--- config.mk ---
export PLATFORM = sky130hd
export DESIGN_NAME = gpwm_top
export DESIGN_NICKNAME = d
export VERILOG_FILES = /design/src/rtl/gpwm_pkg.sv /design/src/rtl/gpwm_regs.sv /design/src/rtl/gpwm_timebase.sv /design/src/rtl/gpwm_chan.sv /design/src/rtl/gpwm_top.sv
export SDC_FILE = /design/constraint.sdc
export NUM_CORES = 1
export LEC_CHECK = 0
export ABC_AREA = 1
export CAP_MARGIN = 0
export CORE_MARGIN = 5
export CORE_UTILIZATION = 55
export CTS_BUF_LIST = sky130_fd_sc_hd__clkbuf_16
export DETAILED_ROUTE_END_ITERATION = 10
export DONT_BUFFER_PORTS = 1
export PLACE_DENSITY = 0.76
export SYNTH_ARGS = -nofsm -noshare
export SYNTH_HDL_FRONTEND = slang
export SYNTH_SLANG_ARGS = --single-unit
--- constraint.sdc ---
create_clock -name clk_i -period 3.5 [get_ports clk_i]
set_clock_uncertainty 0.05 [all_clocks]
set_input_delay 0.35 -clock clk_i [delete_from_list [all_inputs] [get_ports clk_i]]
set_output_delay 0.35 -clock clk_i [all_outputs]
set_load 0.05 [all_outputs]
--- src/rtl/gpwm_pkg.sv ---
package gpwm_pkg;
  localparam int unsigned PS_W      = 8;
  localparam int unsigned CTRL_OFS  = 'h50;
  localparam int unsigned IEN_OFS   = 'h54;
  localparam int unsigned PS_LO_LSB = 0;
  localparam int unsigned PS_HI_LSB = 11;
  localparam int unsigned EN_POS    = 9;
  localparam int unsigned IEN_POS   = 0;
  localparam int unsigned NIB       = PS_W / 2;
endpackage

--- src/rtl/gpwm_regs.sv ---
module gpwm_regs
  import gpwm_pkg::*;
#(
  parameter int unsigned NCH = 4,
  parameter int unsigned CW  = 8,
  parameter int unsigned AW  = 8,
  parameter int unsigned DW  = 32
) (
  input  logic                    clk_i,
  input  logic                    rst_ni,
  input  logic                    we_i,
  input  logic [AW-1:0]           addr_i,
  input  logic [DW-1:0]           wdata_i,
  output logic [DW-1:0]           rdata_o,
  output logic [NCH-1:0][CW-1:0]  duty_stg_o,
  output logic [PS_W-1:0]         ps_stg_o,
  output logic                    en_o,
  output logic                    ien_o
);
  logic [NCH-1:0][CW-1:0] duty_q, duty_d;
  logic [PS_W-1:0]        ps_q, ps_d;
  logic                   en_q, en_d;
  logic                   ien_q, ien_d;
  logic                   unused_wbits;

  assign unused_wbits = ^wdata_i;

  always_comb begin
    duty_d = duty_q;
    ps_d   = ps_q;
    en_d   = en_q;
    ien_d  = ien_q;
    if (we_i) begin
      for (int c = 0; c < NCH; c++) begin
        if (addr_i == AW'(4 * c)) duty_d[c] = wdata_i[CW-1:0];
      end
      if (addr_i == AW'(CTRL_OFS)) begin
        ps_d = {wdata_i[PS_HI_LSB +: NIB], wdata_i[PS_LO_LSB +: NIB]};
        en_d = wdata_i[EN_POS];
      end
      if (addr_i == AW'(IEN_OFS)) ien_d = wdata_i[IEN_POS];
    end
  end

  always_ff @(posedge clk_i or negedge rst_ni) begin
    if (!rst_ni) begin
      duty_q <= '0;
      ps_q   <= '0;
      en_q   <= 1'b0;
      ien_q  <= 1'b0;
    end else begin
      duty_q <= duty_d;
      ps_q   <= ps_d;
      en_q   <= en_d;
      ien_q  <= ien_d;
    end
  end

  always_comb begin
    rdata_o = '0;
    for (int c = 0; c < NCH; c++) begin
      if (addr_i == AW'(4 * c)) rdata_o[CW-1:0] = duty_q[c];
    end
    if (addr_i == AW'(CTRL_OFS)) begin
      rdata_o[PS_LO_LSB +: NIB] = ps_q[NIB-1:0];
      rdata_o[PS_HI_LSB +: NIB] = ps_q[PS_W-1:NIB];
      rdata_o[EN_POS]           = en_q;
    end
    if (addr_i == AW'(IEN_OFS)) rdata_o[IEN_POS] = ien_q;
  end

  assign duty_stg_o = duty_q;
  assign ps_stg_o   = ps_q;
  assign en_o       = en_q;
  assign ien_o      = ien_q;

  // a control write with the enable bit set is visible on the next clock
  a_r2_en_write: assert property (@(posedge clk_i) disable iff (!rst_ni)
    (we_i && addr_i == AW'(CTRL_OFS) && wdata_i[EN_POS]) |=> en_o);
  // without a write to its address the interrupt flag keeps its value
  a_r3_ien_hold: assert property (@(posedge clk_i) disable iff (!rst_ni)
    !(we_i && addr_i == AW'(IEN_OFS)) |=> $stable(ien_o));
endmodule

--- src/rtl/gpwm_timebase.sv ---
module gpwm_timebase
  import gpwm_pkg::*;
#(
  parameter int unsigned CW = 8
) (
  input  logic            clk_i,
  input  logic            rst_ni,
  input  logic            en_i,
  input  logic [PS_W-1:0] ps_stg_i,
  output logic [CW-1:0]   cnt_o,
  output logic            wrap_o,
  output logic            load_o
);
  logic [PS_W-1:0] ps_act_q, ps_act_d;
  logic [PS_W-1:0] div_q, div_d;
  logic [CW-1:0]   cnt_q, cnt_d;
  logic            tick;

  assign tick   = en_i && (div_q == ps_act_q);
  assign wrap_o = tick && (cnt_q == '1);
  assign load_o = !en_i || wrap_o;

  always_comb begin
    div_d    = div_q;
    cnt_d    = cnt_q;
    ps_act_d = ps_act_q;
    if (!en_i) begin
      div_d = '0;
      cnt_d = '0;
    end else if (tick) begin
      div_d = '0;
      cnt_d = cnt_q + CW'(1);
    end else begin
      div_d = div_q + PS_W'(1);
    end
    if (load_o) ps_act_d = ps_stg_i;
  end

  always_ff @(posedge clk_i or negedge rst_ni) begin
    if (!rst_ni) begin
      div_q    <= '0;
      cnt_q    <= '0;
      ps_act_q <= '0;
    end else begin
      div_q    <= div_d;
      cnt_q    <= cnt_d;
      ps_act_q <= ps_act_d;
    end
  end

  assign cnt_o = cnt_q;

  // the divider never runs past the working prescale value
  a_r4_div_bound: assert property (@(posedge clk_i) disable iff (!rst_ni)
    en_i |-> (div_q <= ps_act_q));
  // the counter advances only on a local tick
  a_r4_cnt_step: assert property (@(posedge clk_i) disable iff (!rst_ni)
    (en_i && div_q != ps_act_q) |=> $stable(cnt_q));
  // while disabled the counter and divider are held at zero
  a_r10_idle_clear: assert property (@(posedge clk_i) disable iff (!rst_ni)
    !en_i |=> (cnt_q == '0 && div_q == '0));
  // the working prescale changes only at a wrap or while disabled
  a_r8_ps_hold: assert property (@(posedge clk_i) disable iff (!rst_ni)
    (en_i && !wrap_o) |=> $stable(ps_act_q));
endmodule

--- src/rtl/gpwm_chan.sv ---
module gpwm_chan #(
  parameter int unsigned CW = 8
) (
  input  logic          clk_i,
  input  logic          rst_ni,
  input  logic          en_i,
  input  logic          load_i,
  input  logic [CW-1:0] cnt_i,
  input  logic [CW-1:0] duty_stg_i,
  output logic          pwm_o
);
  logic [CW-1:0] duty_act_q, duty_act_d;

  always_comb begin
    duty_act_d = duty_act_q;
    if (load_i) duty_act_d = duty_stg_i;
  end

  always_ff @(posedge clk_i or negedge rst_ni) begin
    if (!rst_ni) duty_act_q <= '0;
    else         duty_act_q <= duty_act_d;
  end

  assign pwm_o = en_i && (cnt_i <= duty_act_q);

  // the working duty holds steady inside an enabled period
  a_r8_duty_hold: assert property (@(posedge clk_i) disable iff (!rst_ni)
    (en_i && !load_i) |=> $stable(duty_act_q));
  // every enabled output is high at count zero
  a_r5_start_high: assert property (@(posedge clk_i) disable iff (!rst_ni)
    (en_i && cnt_i == '0) |-> pwm_o);
  // a full-scale duty never lets the output drop while enabled
  a_r7_full_high: assert property (@(posedge clk_i) disable iff (!rst_ni)
    (en_i && duty_act_q == '1) |-> pwm_o);
endmodule

--- src/rtl/gpwm_top.sv ---
module gpwm_top
  import gpwm_pkg::*;
#(
  parameter int unsigned NCH = 4,
  parameter int unsigned CW  = 8,
  parameter int unsigned AW  = 8,
  parameter int unsigned DW  = 32
) (
  input  logic           clk_i,
  input  logic           arst_ni,
  input  logic           bus_we_i,
  input  logic [AW-1:0]  bus_addr_i,
  input  logic [DW-1:0]  bus_wdata_i,
  output logic [DW-1:0]  bus_rdata_o,
  output logic [NCH-1:0] pwm_o,
  output logic           irq_o
);
  logic                   rst_s1_q, rst_s2_q;
  logic                   rst_n;
  logic [NCH-1:0][CW-1:0] duty_stg;
  logic [PS_W-1:0]        ps_stg;
  logic                   en, ien;
  logic [CW-1:0]          cnt;
  logic                   wrap, load;
  logic                   irq_q, irq_d;

  always_ff @(posedge clk_i or negedge arst_ni) begin
    if (!arst_ni) begin
      rst_s1_q <= 1'b0;
      rst_s2_q <= 1'b0;
    end else begin
      rst_s1_q <= 1'b1;
      rst_s2_q <= rst_s1_q;
    end
  end
  assign rst_n = rst_s2_q;

  gpwm_regs #(.NCH(NCH), .CW(CW), .AW(AW), .DW(DW)) u_regs (
    .clk_i      (clk_i),
    .rst_ni     (rst_n),
    .we_i       (bus_we_i),
    .addr_i     (bus_addr_i),
    .wdata_i    (bus_wdata_i),
    .rdata_o    (bus_rdata_o),
    .duty_stg_o (duty_stg),
    .ps_stg_o   (ps_stg),
    .en_o       (en),
    .ien_o      (ien)
  );

  gpwm_timebase #(.CW(CW)) u_tb (
    .clk_i    (clk_i),
    .rst_ni   (rst_n),
    .en_i     (en),
    .ps_stg_i (ps_stg),
    .cnt_o    (cnt),
    .wrap_o   (wrap),
    .load_o   (load)
  );

  for (genvar g = 0; g < NCH; g++) begin : g_ch
    gpwm_chan #(.CW(CW)) u_ch (
      .clk_i      (clk_i),
      .rst_ni     (rst_n),
      .en_i       (en),
      .load_i     (load),
      .cnt_i      (cnt),
      .duty_stg_i (duty_stg[g]),
      .pwm_o      (pwm_o[g])
    );
  end

  assign irq_d = wrap && ien;

  always_ff @(posedge clk_i or negedge rst_n) begin
    if (!rst_n) irq_q <= 1'b0;
    else        irq_q <= irq_d;
  end
  assign irq_o = irq_q;

  // an interrupt pulse lasts one clock
  a_r9_single_pulse: assert property (@(posedge clk_i) disable iff (!rst_n)
    irq_o |=> !irq_o);
  // an interrupt needs the interrupt flag in the clock before it
  a_r9_gated: assert property (@(posedge clk_i) disable iff (!rst_n)
    $rose(irq_o) |-> $past(ien));
  // a disabled block drives every output low
  a_r10_outputs_low: assert property (@(posedge clk_i) disable iff (!rst_n)
    !en |-> (pwm_o == '0));
endmodule

==> results of run 1 <==
cells in the final DEF (no fill, tap or decap), drive strengths merged:
| cell type | count |
|---|---|
| inv | 104 |
| xor2 | 1 |
| nand2 | 237 |
| nand3 | 55 |
| nor2 | 65 |
| conb | 20 |
| o2111ai | 4 |
| dfrtp | 101 |
| o21ai | 42 |
| nand4 | 9 |
| ha | 34 |
| nor3 | 5 |
| clkbuf | 9 |
| nor4 | 1 |
| dlygate4sd3 | 1 |
| o211ai | 2 |
| a21oi | 30 |
| clkinv | 3 |
| xnor2 | 3 |
| or2 | 1 |
| buf | 15 |
layout make-up:
class	instances	area, µm²	share of cell area
Tap cell	136	170.2	0.02817
Clock inverter	7	65.06	0.01077
Timing Repair Buffer	16	122.6	0.02030
Sequential cell	101	2531	0.4191
Multi-Input combinational cell	509	2550	0.4222
Clock buffer	9	225.2	0.03729
Inverter	100	375.4	0.06215
logic make-up after synthesis:
logic type | Yosys count
buf+inv | 141
flops | 101
simple gates | 373
compound gates | 78
fa+ha+maj | 34
xor+xnor | 4
other cells | 2
power breakdown:
group / switching (mW) / total, mW / internal (mW)
logic: 0.663 / 1.03 / 0.363
clock network: 0.478 / 0.980 / 0.502
registers: 0.179 / 1.52 / 1.34
total: 1.32 / 3.53 / 2.21
sequential cells by signal (all words and copies together), names as in the netlist:
name                  flops
rst_n                     1
rst_s1_q                  1
u_regs.ps_stg_o           8
u_tb.cnt_o                8
u_regs.en_o               1
irq_o                     1
g_ch.u_ch.duty_act_q     32
u_tb.ps_act_q             8
u_tb.div_q                8
u_regs.duty_stg_o        32
u_regs.ien_o              1
routing by layer:
| layer | track usage | share of wire | vias to the layer above |
|---|---|---|---|
| met5 | 0 | 0 | - |
| met4 | 0.08574 | 0.022 | 0 |
| met3 | 0.04205 | 0.058 | 25 |
| met2 | 0.3129 | 0.47 | 130 |
| met1 | 0.2800 | 0.45 | 2163 |
| li1 | - | - | 2274 |
worst max-delay path, cell delays in order (launching register included):
cell and delay [ns]:
dfrtp_1 0.50, ha_1 0.37, a21oi_1 0.17, nor2_1 0.05, nor2_1 0.09, nand3_1 0.09, a21oi_1 0.23, buf_4 0.25
through the flow:
| stage | total power, mW | hold WS, ns | utilization | setup WS [ns] | instances |
|---|---|---|---|---|---|
| after floorplan | 2.370 | 0.004409 | - | 0.4282 | 751 |
| after global routing | 3.772 | 0.07623 | 0.5903 | 0.8646 | 878 |
| after global placement | 2.510 | 0.004468 | 0.5610 | 1.105 | 861 |
| after detailed placement | 2.561 | 0.004473 | 0.5610 | 1.049 | 861 |
| after CTS | 3.545 | 0.06710 | 0.5903 | 0.9845 | 878 |
| final | 3.527 | 0.07757 | 0.5903 | 0.9980 | 878 |
how the worst max path moves through the flow:
| stage | start | end | slack (ns) | cells past startpoint |
|---|---|---|---|---|
| floorplan | rst_n$_DFF_PN0_ | g_ch[0].u_ch.duty_act_q[0]$_DFFE_PN0P_ | 0.43 | 0 |
| global placement | u_tb.cnt_o[1]$_DFFE_PN0P_ | g_ch[0].u_ch.duty_act_q[4]$_DFFE_PN0P_ | 1.10 | 10 |
| detailed placement | u_tb.cnt_o[1]$_DFFE_PN0P_ | u_tb.ps_act_q[5]$_DFFE_PN0P_ | 1.05 | 10 |
| CTS | u_tb.cnt_o[5]$_DFFE_PN0P_ | pwm_o[2] | 0.98 | 7 |
| global route | u_tb.cnt_o[1]$_DFFE_PN0P_ | g_ch[0].u_ch.duty_act_q[6]$_DFFE_PN0P_ | 0.86 | 10 |
| finish | u_tb.cnt_o[5]$_DFFE_PN0P_ | pwm_o[2] | 1.0 | 7 |
==> summary.md, run 1 <==
| Metric | Value |
|---|---|
| Min-delay src | `bus_wdata_i[6]` |
| Post-CTS Setup Bufs | `0` |
| Initial DRC count | `271` |
| Top cell type's share of synthesized area | `0.4410` |
| Core Rows | `37` |
| IO Pins | `80` |
| Post-synth EDFFs | `0` |
| Routed Antenna Nets | `0` |
| Clk sinks | `101` |
| Skew-Pair Late Insertion Delay | `0.35 ns` |
| DIE AREA | `12560 µm²` |
| Global-route wire length before repair | `20860 µm` |
| Post-route DRC violation count | `0` |
| Die H | `112.1 µm` |
| Vias per inst | `5.230` |
| Final Critical Period | `2.502 ns` |
| H-tree depth | `3` |
| Kind of critical path | `flip-flop to primary output` |
| Status | `completed` |
| Reg2reg start | `u_tb.cnt_o[1]$_DFFE_PN0P_` |
| Clock transition at the registers of the reported paths | `0.08 ns` |
| Hold endpoint | `u_regs.duty_stg_o[22]$_DFFE_PN0P_` |
| Final Cycle Share | `0.7149` |
| Slew Limit Fails | `0` |
| Worst R2R Path Depth | `10` |
| Initial antenna violation count | `0` |
| CTS tree | `built` |
| GRT Overall Usage | `0.2027` |
| Worst-Margin Slew | `0.9058 ns` |
| Hold Vio Cnt, Final | `0` |
| Post-CTS resize count | `0` |
| Initial Util | `0.5601` |
| Max_slew headroom | `0.3939` |
| Final #Nets | `814` |
| Synthesized instance count | `733` |
| Ratio of cells with drive above 1 in the final layout | `0.07817` |
| Arrival time worst endpoint | `2.10 ns` |
| Worst R2R Setup Slack | `1.04 ns` |
| Crit. End Element | `primary output` |
| Core ar. | `10230 µm²` |
| Hold Buf Count CTS | `1` |
| GRT overflow | `0` |
| CTS Buf Count | `9` |
| Yosys cell types | `29` |
| Routed WL per cell | `14.11 µm` |
| Area delta synth->final | `5.393%` |
| Routed wire length | `12390 µm` |
| Worst vdd ir | `0.2939 mV` |
| Top post-synthesis cells by area | `dfrtp_1 (44%), nand2_1 (15%), ha_1 (7.4%)` |
| Die width | `112.1 µm` |
| RSZ-0062 raised after global routing | `no` |
| Final setup TNS | `0 ns` |
| Largest family of logic cells by synthesized area | `simple AND/OR/NAND/NOR gates` |
| Ys Warns | `0` |
| Antenna Cells | `0` |
| Worst Path Max Fanout | `8` |
| Max Clk Rate | `0.3997 GHz` |
| TritonRoute pass-1 iters | `6` |
| Mux share of post-synthesis cell area | `0` |
| Synth Cell Area | `5730 µm²` |
| Fin area | `6040 µm²` |
| Max Root-Sink Buffers | `2` |
| Setup violators final | `0` |
| Ys flop type | `dfrtp_1` |
| DP Wirelength | `9152 µm` |
| Most numerous cell in the Yosys netlist | `nand2_1` |
| Hold path depth | `2` |
| Synth Area in Simple Gates | `0.2779` |
| Worst EP required | `3.10 ns` |
| Power per cell area | `584.0 nW/µm²` |
| Hold crit path type | `primary input to flip-flop` |
| Largest net degree at the start of global routing | `51` |
| Gp weighted congestion | `0.8481` |
| Flops & latches, synth | `101` |
| R2R Path End | `u_tb.ps_act_q[5]$_DFFE_PN0P_` |
| Post-synthesis average cell area | `7.818 µm²` |
| Synth area leader | `dfrtp_1` |
| FFs w/ async S/R, synth | `1.000` |
| Adder-cell share of the synthesized area | `0.07424` |
| Post-Synth XOR/XNOR Area | `0.006114` |
| Fill cell count | `901` |
| Compound-cell area share of the yosys netlist | `0.07358` |
| Most frequent cells after synthesis | `nand2_1 (230), dfrtp_1 (101), inv_1 (98)` |
| CTS Root Cell | `clkbuf_16` |
| Max Cap Violations | `0` |
| Vias in the first global route | `4428` |
| Leak | `3.210 nW` |
| Setup crit start kind | `flip-flop` |
| DP Area | `5739 µm²` |
| Vias | `4592` |
| Seq/Total Area, Yosys | `0.4410` |
| I/O Buffers | `0` |
(Power assumes the default switching activity.)
==> run 2, diff against run 1 <==
--- a/config.mk
+++ b/config.mk
@@ -5,14 +5,14 @@
 export SDC_FILE = /design/constraint.sdc
 export NUM_CORES = 1
 export LEC_CHECK = 0
-export ABC_AREA = 1
+export ABC_AREA = 0
 export CAP_MARGIN = 0
 export CORE_MARGIN = 5
 export CORE_UTILIZATION = 55
 export CTS_BUF_LIST = sky130_fd_sc_hd__clkbuf_16
 export DETAILED_ROUTE_END_ITERATION = 10
 export DONT_BUFFER_PORTS = 1
-export PLACE_DENSITY = 0.76
+export PLACE_DENSITY = 0.79
 export SYNTH_ARGS = -nofsm -noshare
 export SYNTH_HDL_FRONTEND = slang
 export SYNTH_SLANG_ARGS = --single-unit
==> constraint.sdc (replaced) <==
create_clock -name clk_i -period 2.3 [get_ports clk_i]
set_clock_uncertainty 0.05 [all_clocks]
set_input_delay 0.23 -clock clk_i [delete_from_list [all_inputs] [get_ports clk_i]]
set_output_delay 0.23 -clock clk_i [all_outputs]
set_load 0.05 [all_outputs]
==> run 2 against run 1 <==
The run now ends with negative setup slack left. Core utilization is 6.5 points higher. First-iteration DRC count up 16%. Synthesized area shrank 7.1%. Cell count is 28% lower. Worst setup slack worse by 1.0 ns.
==> summary.md, run 2 <==
| Metric | Value |
|---|---|
| Failing checks | `negative setup slack` |
| GR Layer Usage met2 | `0.3699 (+0.05694)` |
| Clk sinks | `101 (unchanged)` |
| Min setup slack post-route | `-0.02679 ns (-1.025 ns)` |
| Most frequent cells after synthesis | `dfrtp_1 (101), mux2_2 (71), ha_1 (34)` |
| Status | `complete, but fails checks` |
| CTS Buf Count | `9 (unchanged)` |
| Post-route DRC violation count | `0 (unchanged)` |
| Synth Cell Area | `5325 µm² (-7.1%)` |
| Core Rows | `36 (-2.7%)` |
| Skew-Pair Late Insertion Delay | `0.34 ns (about the same)` |
| CTS Root Cell | `clkbuf_16` |
| Arrival time worst endpoint | `2.05 ns (-0.05 ns)` |
| Final Critical Period | `2.327 ns` |
| Commonest cells after routing, fill and taps aside | `dfrtp_1 (97), mux2_2 (71), inv_1 (27)` |
| Top post-synthesis cells by area | `dfrtp_1 (47%), mux2_2 (15%), ha_1 (8.0%)` |
| CTS tree | `built` |
| Die H | `108.4 µm (-3.3%)` |
| GR peak layer | `met2` |
| Crit. End Element | `primary output` |
| Max_slew headroom | `0.6089 (+0.2151)` |
| Worst EP required | `2.02 ns (-1.08 ns)` |
| Post-synth EDFFs | `0 (unchanged)` |
| Post-layout util | `0.6553 (+0.06501)` |
| Initial DRC count | `315 (+16%)` |
| I/O Buffers | `0 (unchanged)` |
| Largest net degree at the start of global routing | `45 (-12%)` |
| Routed Antenna Nets | `0 (unchanged)` |
| Worst Path Max Fanout | `6 (-2)` |
| Initial Util | `0.5550 (-0.005074)` |
| Vias per inst | `5.893 (+13%)` |
| Routed wire length | `12960 µm (+4.5%)` |
| Setup crit start kind | `flip-flop` |
| TritonRoute pass-1 iters | `5 (-1)` |
| Flops & latches, synth | `101 (unchanged)` |
| GRT overflow | `0 (unchanged)` |
| Leak | `3.051 nW (-4.9%)` |
| Ys Warns | `0 (unchanged)` |
| Seq/Total Area, Yosys | `0.4746 (+0.03358)` |
| Core ar. | `9594 µm² (-6.2%)` |
| DP Wirelength | `8754 µm (-4.3%)` |
| GRT Overall Usage | `0.2289 (+0.02618)` |
| Fill cell count | `672 (-25%)` |
| Global-route wire length before repair | `20310 µm (-2.6%)` |
| Commonest non-fill, non-tap cell in the layout | `dfrtp_1` |
| Initial antenna violation count | `0 (unchanged)` |
| Die width | `108.4 µm (-3.3%)` |
| Slew Limit Fails | `0 (unchanged)` |
| Max Clk Rate | `0.4298 GHz` |
| Routed WL per cell | `20.40 µm (+45%)` |
| Top cell type's share of synthesized area | `0.4746 (+0.03358)` |
| Most numerous cell in the Yosys netlist | `dfrtp_1` |
| H-tree depth | `3 (unchanged)` |
| Ratio of cells with drive above 1 in the final layout | `0.3127 (+0.2346)` |
| Kind of critical path | `flip-flop to primary output` |
| Synthesized instance count | `453 (-38%)` |
| Slowest CP cell | `dfrtp_1` |
| Max Cap Violations | `0 (unchanged)` |
| Worst vdd ir | `0.6374 mV (+120%)` |
| IO Pins | `80 (unchanged)` |
| Area delta synth->final | `18.07%` |
| Power per cell area | `634.4 nW/µm² (+8.6%)` |
| GR met1 Demand/Resource | `0.2980 (+0.01793)` |
| Ys flop type | `dfrtp_1` |
| Vias | `3742 (-19%)` |
| GR Util met3 | `0.04179 (-0.0002575)` |
| Gp weighted congestion | `0.8772 (+3.4%)` |
| DP Area | `5667 µm² (-1.3%)` |
| Final Cycle Share | `1.012` |
| Hold Vio Cnt, Final | `0 (unchanged)` |
| Yosys cell types | `41 (+41%)` |
| Synth area leader | `dfrtp_1` |
| Setup violators final | `2 (+2)` |
| Post-synthesis average cell area | `11.76 µm² (+50%)` |
| RSZ-0062 raised after global routing | `yes` |
| Slowest stage delay, CP | `0.52 ns (+0.02 ns)` |
| Fin area | `6287 µm² (+4.1%)` |
| Antenna Cells | `0 (unchanged)` |
| Vias in the first global route | `3845 (-13%)` |
| Max Root-Sink Buffers | `2 (unchanged)` |
| FFs w/ async S/R, synth | `1.000 (unchanged)` |
| Clock transition at the registers of the reported paths | `0.07 ns (about the same)` |
| Worst-Margin Slew | `0.5850 ns (-0.3209 ns)` |
| CP cell instances | `ha_1 -> nand2_1 -> o21ai_0 -> o22a_1 -> nor2_2 -> buf_6` |
| DIE AREA | `11750 µm² (-6.5%)` |
| Final #Nets | `574 (-29%)` |
| Hold crit path type | `primary input to asynchronous set/reset pin` |
[run 2: cell types whose count changed in the layout (fill, tap and decap cells not counted), sizes merged, moves of 23 or more]
cell and change:
buf +23, inv -72, mux2 +84, nand2 -221, nand3 -49, nor2 -45, o21ai -35
[run 2: layout make-up]
class	count	area, µm²	share of cell area
Multi-Input combinational cell	303	2624	0.4173
Sequential cell	101	2535	0.4032
Timing Repair Buffer	52	540.5	0.08597
Clock buffer	9	225.2	0.03582
Tap cell	133	166.4	0.02647
Inverter	30	115.1	0.01831
Clock inverter	7	81.33	0.01294
[run 2: per-layer routing]
layer  vias to the layer above  wire [µm]
li1                       1671          -
met1                      1874       5292
met2                       162       6384
met3                        35        846
met4                         0        431
met5                         -          0
[run 2: power by group]
part | internal [mW] | switching [mW] | total (mW)
combinational | 0.215 | 0.308 | 0.523
sequential | 1.85 | 0.0707 | 1.92
clock | 0.857 | 0.688 | 1.54
[run 2: worst paths after layout]
path | endpoint | depth (start not counted) | slack (ns) | from
setup / recovery | pwm_o[3] | 6 | -0.03 | u_tb.cnt_o[6]$_DFFE_PN0P_
hold / removal | rst_n$_DFF_PN0_ | 1 | 0.07 | arst_ni
setup reg to reg | g_ch[0].u_ch.duty_act_q[1]$_DFFE_PN0P_ | 6 | 0.09 | u_tb.div_q[3]$_DFF_PN0_
hold reg to reg | u_regs.duty_stg_o[17]$_DFFE_PN0P_ | 0 | 0.24 | rst_n$_DFF_PN0_
max in group asynchronous | u_regs.en_o$_DFFE_PN0P_ | 1 | 1.31 | rst_n$_DFF_PN0_
min in group clk_i | u_regs.ien_o$_DFFE_PN0P_ | 2 | 0.14 | bus_addr_i[2]
[run 2: through the flow]
| step | setup WS (ns) | setup TNS, ns | hold WS, ns | power (mW) | instances |
|---|---|---|---|---|---|
| 6_report | -0.02679 | -0.02869 | 0.07192 | 3.989 | 635 |
| 5_1_grt | -0.1066 | -0.2452 | 0.06955 | 4.134 | 635 |
| 4_1_cts | -0.02096 | -0.03504 | 0.05490 | 3.983 | 635 |
| 3_5_place_dp | 0.02916 | 0 | -0.1155 | 2.406 | 601 |
| 3_3_place_gp | 0.09422 | 0 | -0.1155 | 2.383 | 601 |
| 2_1_floorplan | 0.06278 | 0 | -0.1156 | 2.326 | 471 |
[run 2: kinds of logic (layout without fill, tap and decap cells)]
group           Yosys count  count (layout)  synth area share
compound gates           62              62           0.07824
xor+xnor                 18              18           0.02961
fa+ha+maj                34              34           0.07989
buf+inv                  67              98           0.07049
flops                   101             101            0.4746
mux                      86              86            0.1814
other cells               2              20          0.001410
simple gates             83              83           0.08435
[run 2: critical path: cells and delay by family, from the launching register on]
family	cells	cell delay (ns)
flops	1	0.52
fa+ha+maj	1	0.39
simple gates	2	0.24
compound gates	2	0.37
buf+inv	1	0.18
[run 2: timing repair]
| item | CTS | global route |
|---|---|---|
| setup buffers | 4 | 0 |
| gates resized for setup | 16 | 13 |
| hold buffers | 14 | 0 |
| pin swaps | 3 | 12 |
| endpoints found under the hold margin | 44 | 0 |
| setup endpoints to repair | 4 | 44 |
==> run 3, diff against run 2 <==
--- a/config.mk
+++ b/config.mk
@@ -5,7 +5,7 @@
 export SDC_FILE = /design/constraint.sdc
 export NUM_CORES = 1
 export LEC_CHECK = 0
-export ABC_AREA = 0
+export ABC_AREA = 1
 export CAP_MARGIN = 0
 export CORE_MARGIN = 5
 export CORE_UTILIZATION = 55
==> run 3 against run 2 <==
The flow now finishes without violations. Cell area is 0.76% higher. Clock power is 5% higher. First-iteration DRC count is 8.3% lower. Maximum frequency is 4.8% higher. Via count is 28% higher. Wire length is 0.63% lower. Combinational power grew to 3.3 times the previous value. Critical path type unchanged. Critical endpoint is now pwm_o[2].
==> summary.md, run 3 (synthesis gave the netlist of run 1 again) <==
| Metric | Value |
|---|---|
| Routed Antenna Nets | `0 (unchanged)` |
| Commonest non-fill, non-tap cell in the layout | `nand2_1` |
| Power per cell area | `889.1 nW/µm² (+40%)` |
| Worst-Margin Slew | `0.6592 ns (+0.07426 ns)` |
| Hold crit path type | `primary input to flip-flop` |
| Status | `completed` |
| Antenna Cells | `0 (unchanged)` |
| TritonRoute pass-1 iters | `5 (unchanged)` |
| Worst vdd ir | `0.4400 mV (-31%)` |
| Arrival time worst endpoint | `1.94 ns (-0.11 ns)` |
| Skew-Pair Late Insertion Delay | `0.35 ns (about the same)` |
| Vias per inst | `5.317 (-9.8%)` |
| H-tree depth | `3 (unchanged)` |
| Core ar. | `10230 µm² (+6.6%)` |
| Leak | `3.336 nW (+9.4%)` |
| Routed WL per cell | `14.27 µm (-30%)` |
| Kind of critical path | `flip-flop to primary output` |
| Worst Path Max Fanout | `7 (+1)` |
| Setup crit start kind | `flip-flop` |
| Die width | `112.1 µm (+3.4%)` |
| Hold Vio Cnt, Final | `0 (unchanged)` |
| Area delta synth->final | `10.55%` |
| Worst EP required | `2.02 ns (about the same)` |
| Pre-CTS setup slack | `0.2246 ns (+0.1954 ns)` |
| Post-layout util | `0.6192 (-0.03615)` |
| Gp weighted congestion | `0.8377 (-4.5%)` |
| Worst R2R Setup Slack | `0.34 ns (+0.25 ns)` |
| Final Cycle Share | `0.9651 (-0.04652)` |
| DP Wirelength | `9484 µm (+8.3%)` |
| GRT overflow | `0 (unchanged)` |
| Post-route DRC violation count | `0 (unchanged)` |
| Die H | `112.1 µm (+3.4%)` |
| Slew Limit Fails | `0 (unchanged)` |
| Initial Util | `0.5601 (+0.005074)` |
| Min setup slack post-route | `0.08020 ns (+0.1070 ns)` |
| Ratio of cells with drive above 1 in the final layout | `0.1031 (-0.2096)` |
| CTS tree | `built` |
| Routed wire length | `12870 µm (-0.63%)` |
| Final hold slack | `0.009710 ns (-0.06221 ns)` |
| Global-route wire length before repair | `22280 µm (+9.7%)` |
| Final Critical Period | `2.220 ns (-0.1070 ns)` |
| Vias | `4796 (+28%)` |
| Max_slew headroom | `0.5605 (-0.04841)` |
| Max Root-Sink Buffers | `2 (unchanged)` |
| Max Cap Violations | `0 (unchanged)` |
| CTS Buf Count | `9 (unchanged)` |
| Max Clk Rate | `0.4505 GHz (+4.8%)` |
| Non-filler cells, final | `902 (+42%)` |
| Commonest cells after routing, fill and taps aside | `nand2_1 (230), inv_1 (99), dfrtp_1 (95)` |
| Design Power | `5.633 mW (+41%)` |
| IO Pins | `80 (unchanged)` |
| Initial DRC count | `289 (-8.3%)` |
| Crit. End Element | `primary output` |
| Largest net degree at the start of global routing | `51 (+13%)` |
| DIE AREA | `12560 µm² (+6.9%)` |
| RSZ-0062 raised after global routing | `yes` |
| CTS Root Cell | `clkbuf_16` |
| Setup violators final | `0 (-2)` |
| Clock transition at the registers of the reported paths | `0.07 ns (about the same)` |
| I/O Buffers | `0 (unchanged)` |
| Final #Nets | `838 (+46%)` |
| Vias in the first global route | `4912 (+28%)` |
| Core Rows | `37 (+2.8%)` |
| Clk sinks | `101 (unchanged)` |
| Placed Cells | `869 (+45%)` |
| Initial antenna violation count | `0 (unchanged)` |
| GRT Overall Usage | `0.2163 (-0.01261)` |
run 3: changes by cell type in the layout (fill, tap and decap cells not counted), moves of 7 or more:
cell	change
o21ai_0	+30
a22oi_1	-7
nor2_1	+41
ha_1	+8
xor2_1	-12
ha_4	-7
buf_12	-7
mux2_1	-13
nand2_1	+215
nand3_1	+42
inv_1	+72
mux2_2	-71
run 3: report_power, final:
part	leakage [nW]	switching (mW)	internal, mW
sequential	1.27	0.268	2.05
clock	0.155	0.659	0.949
combinational	1.91	1.07	0.639
run 3: what timing repair did:
action                     CTS  global route
resized for setup            4            13
hold buffers                13             1
pin swaps                    0             2
hold endpoints to repair    19             1
setup endpoints to repair    3             4
buffers inserted             1             2
run 3: area by class of cell:
cell class                      instances  area [µm²]
Fill cell                             842        3896
Tap cell                              136       170.2
Inverter                              100       375.4
Sequential cell                       101        2537
Clock buffer                            9       225.2
Clock inverter                          7       91.34
Multi-Input combinational cell        509        2572
Timing Repair Buffer                   40       362.8
run 3: layer usage:
layer  share of wire  GRT usage
met5               0          0
met4           0.022    0.08574
met3           0.064    0.04960
met1            0.43     0.2737
met2            0.49     0.3617
run 3: path summary, 6_finish.rpt:
kind                                           startpoint  cells after the start                                      to
worst max-delay path            u_tb.cnt_o[3]$_DFFE_PN0P_                      7                                pwm_o[2]
worst min-delay path                       bus_wdata_i[2]                      2          u_regs.ps_stg_o[2]$_DFFE_PN0P_
worst max register to register  u_tb.cnt_o[1]$_DFFE_PN0P_                      8  g_ch[0].u_ch.duty_act_q[1]$_DFFE_PN0P_
worst min register to register            rst_n$_DFF_PN0_                      0          u_regs.ps_stg_o[1]$_DFFE_PN0P_
max in group asynchronous                 rst_n$_DFF_PN0_                      1  g_ch[2].u_ch.duty_act_q[4]$_DFFE_PN0P_
min in group asynchronous                         arst_ni                      1                         rst_n$_DFF_PN0_
run 3: critical path: stages, from the launching register on:
cell and delay (ns):
dfrtp_2 0.47, ha_1 0.33, a21oi_1 0.15, o21ai_0 0.11
nand2_1 0.07, nand3_1 0.08, a21oi_2 0.20, buf_6 0.19
run 3: metrics by stage:
step / TNS, ns / cell area (µm²)
detailed placement: 0 / 5812
floorplan: 0 / 5799
global route: -0.03085 / 6335
global placement: 0 / 5812
finish: 0 / 6335
CTS: 0 / 6276
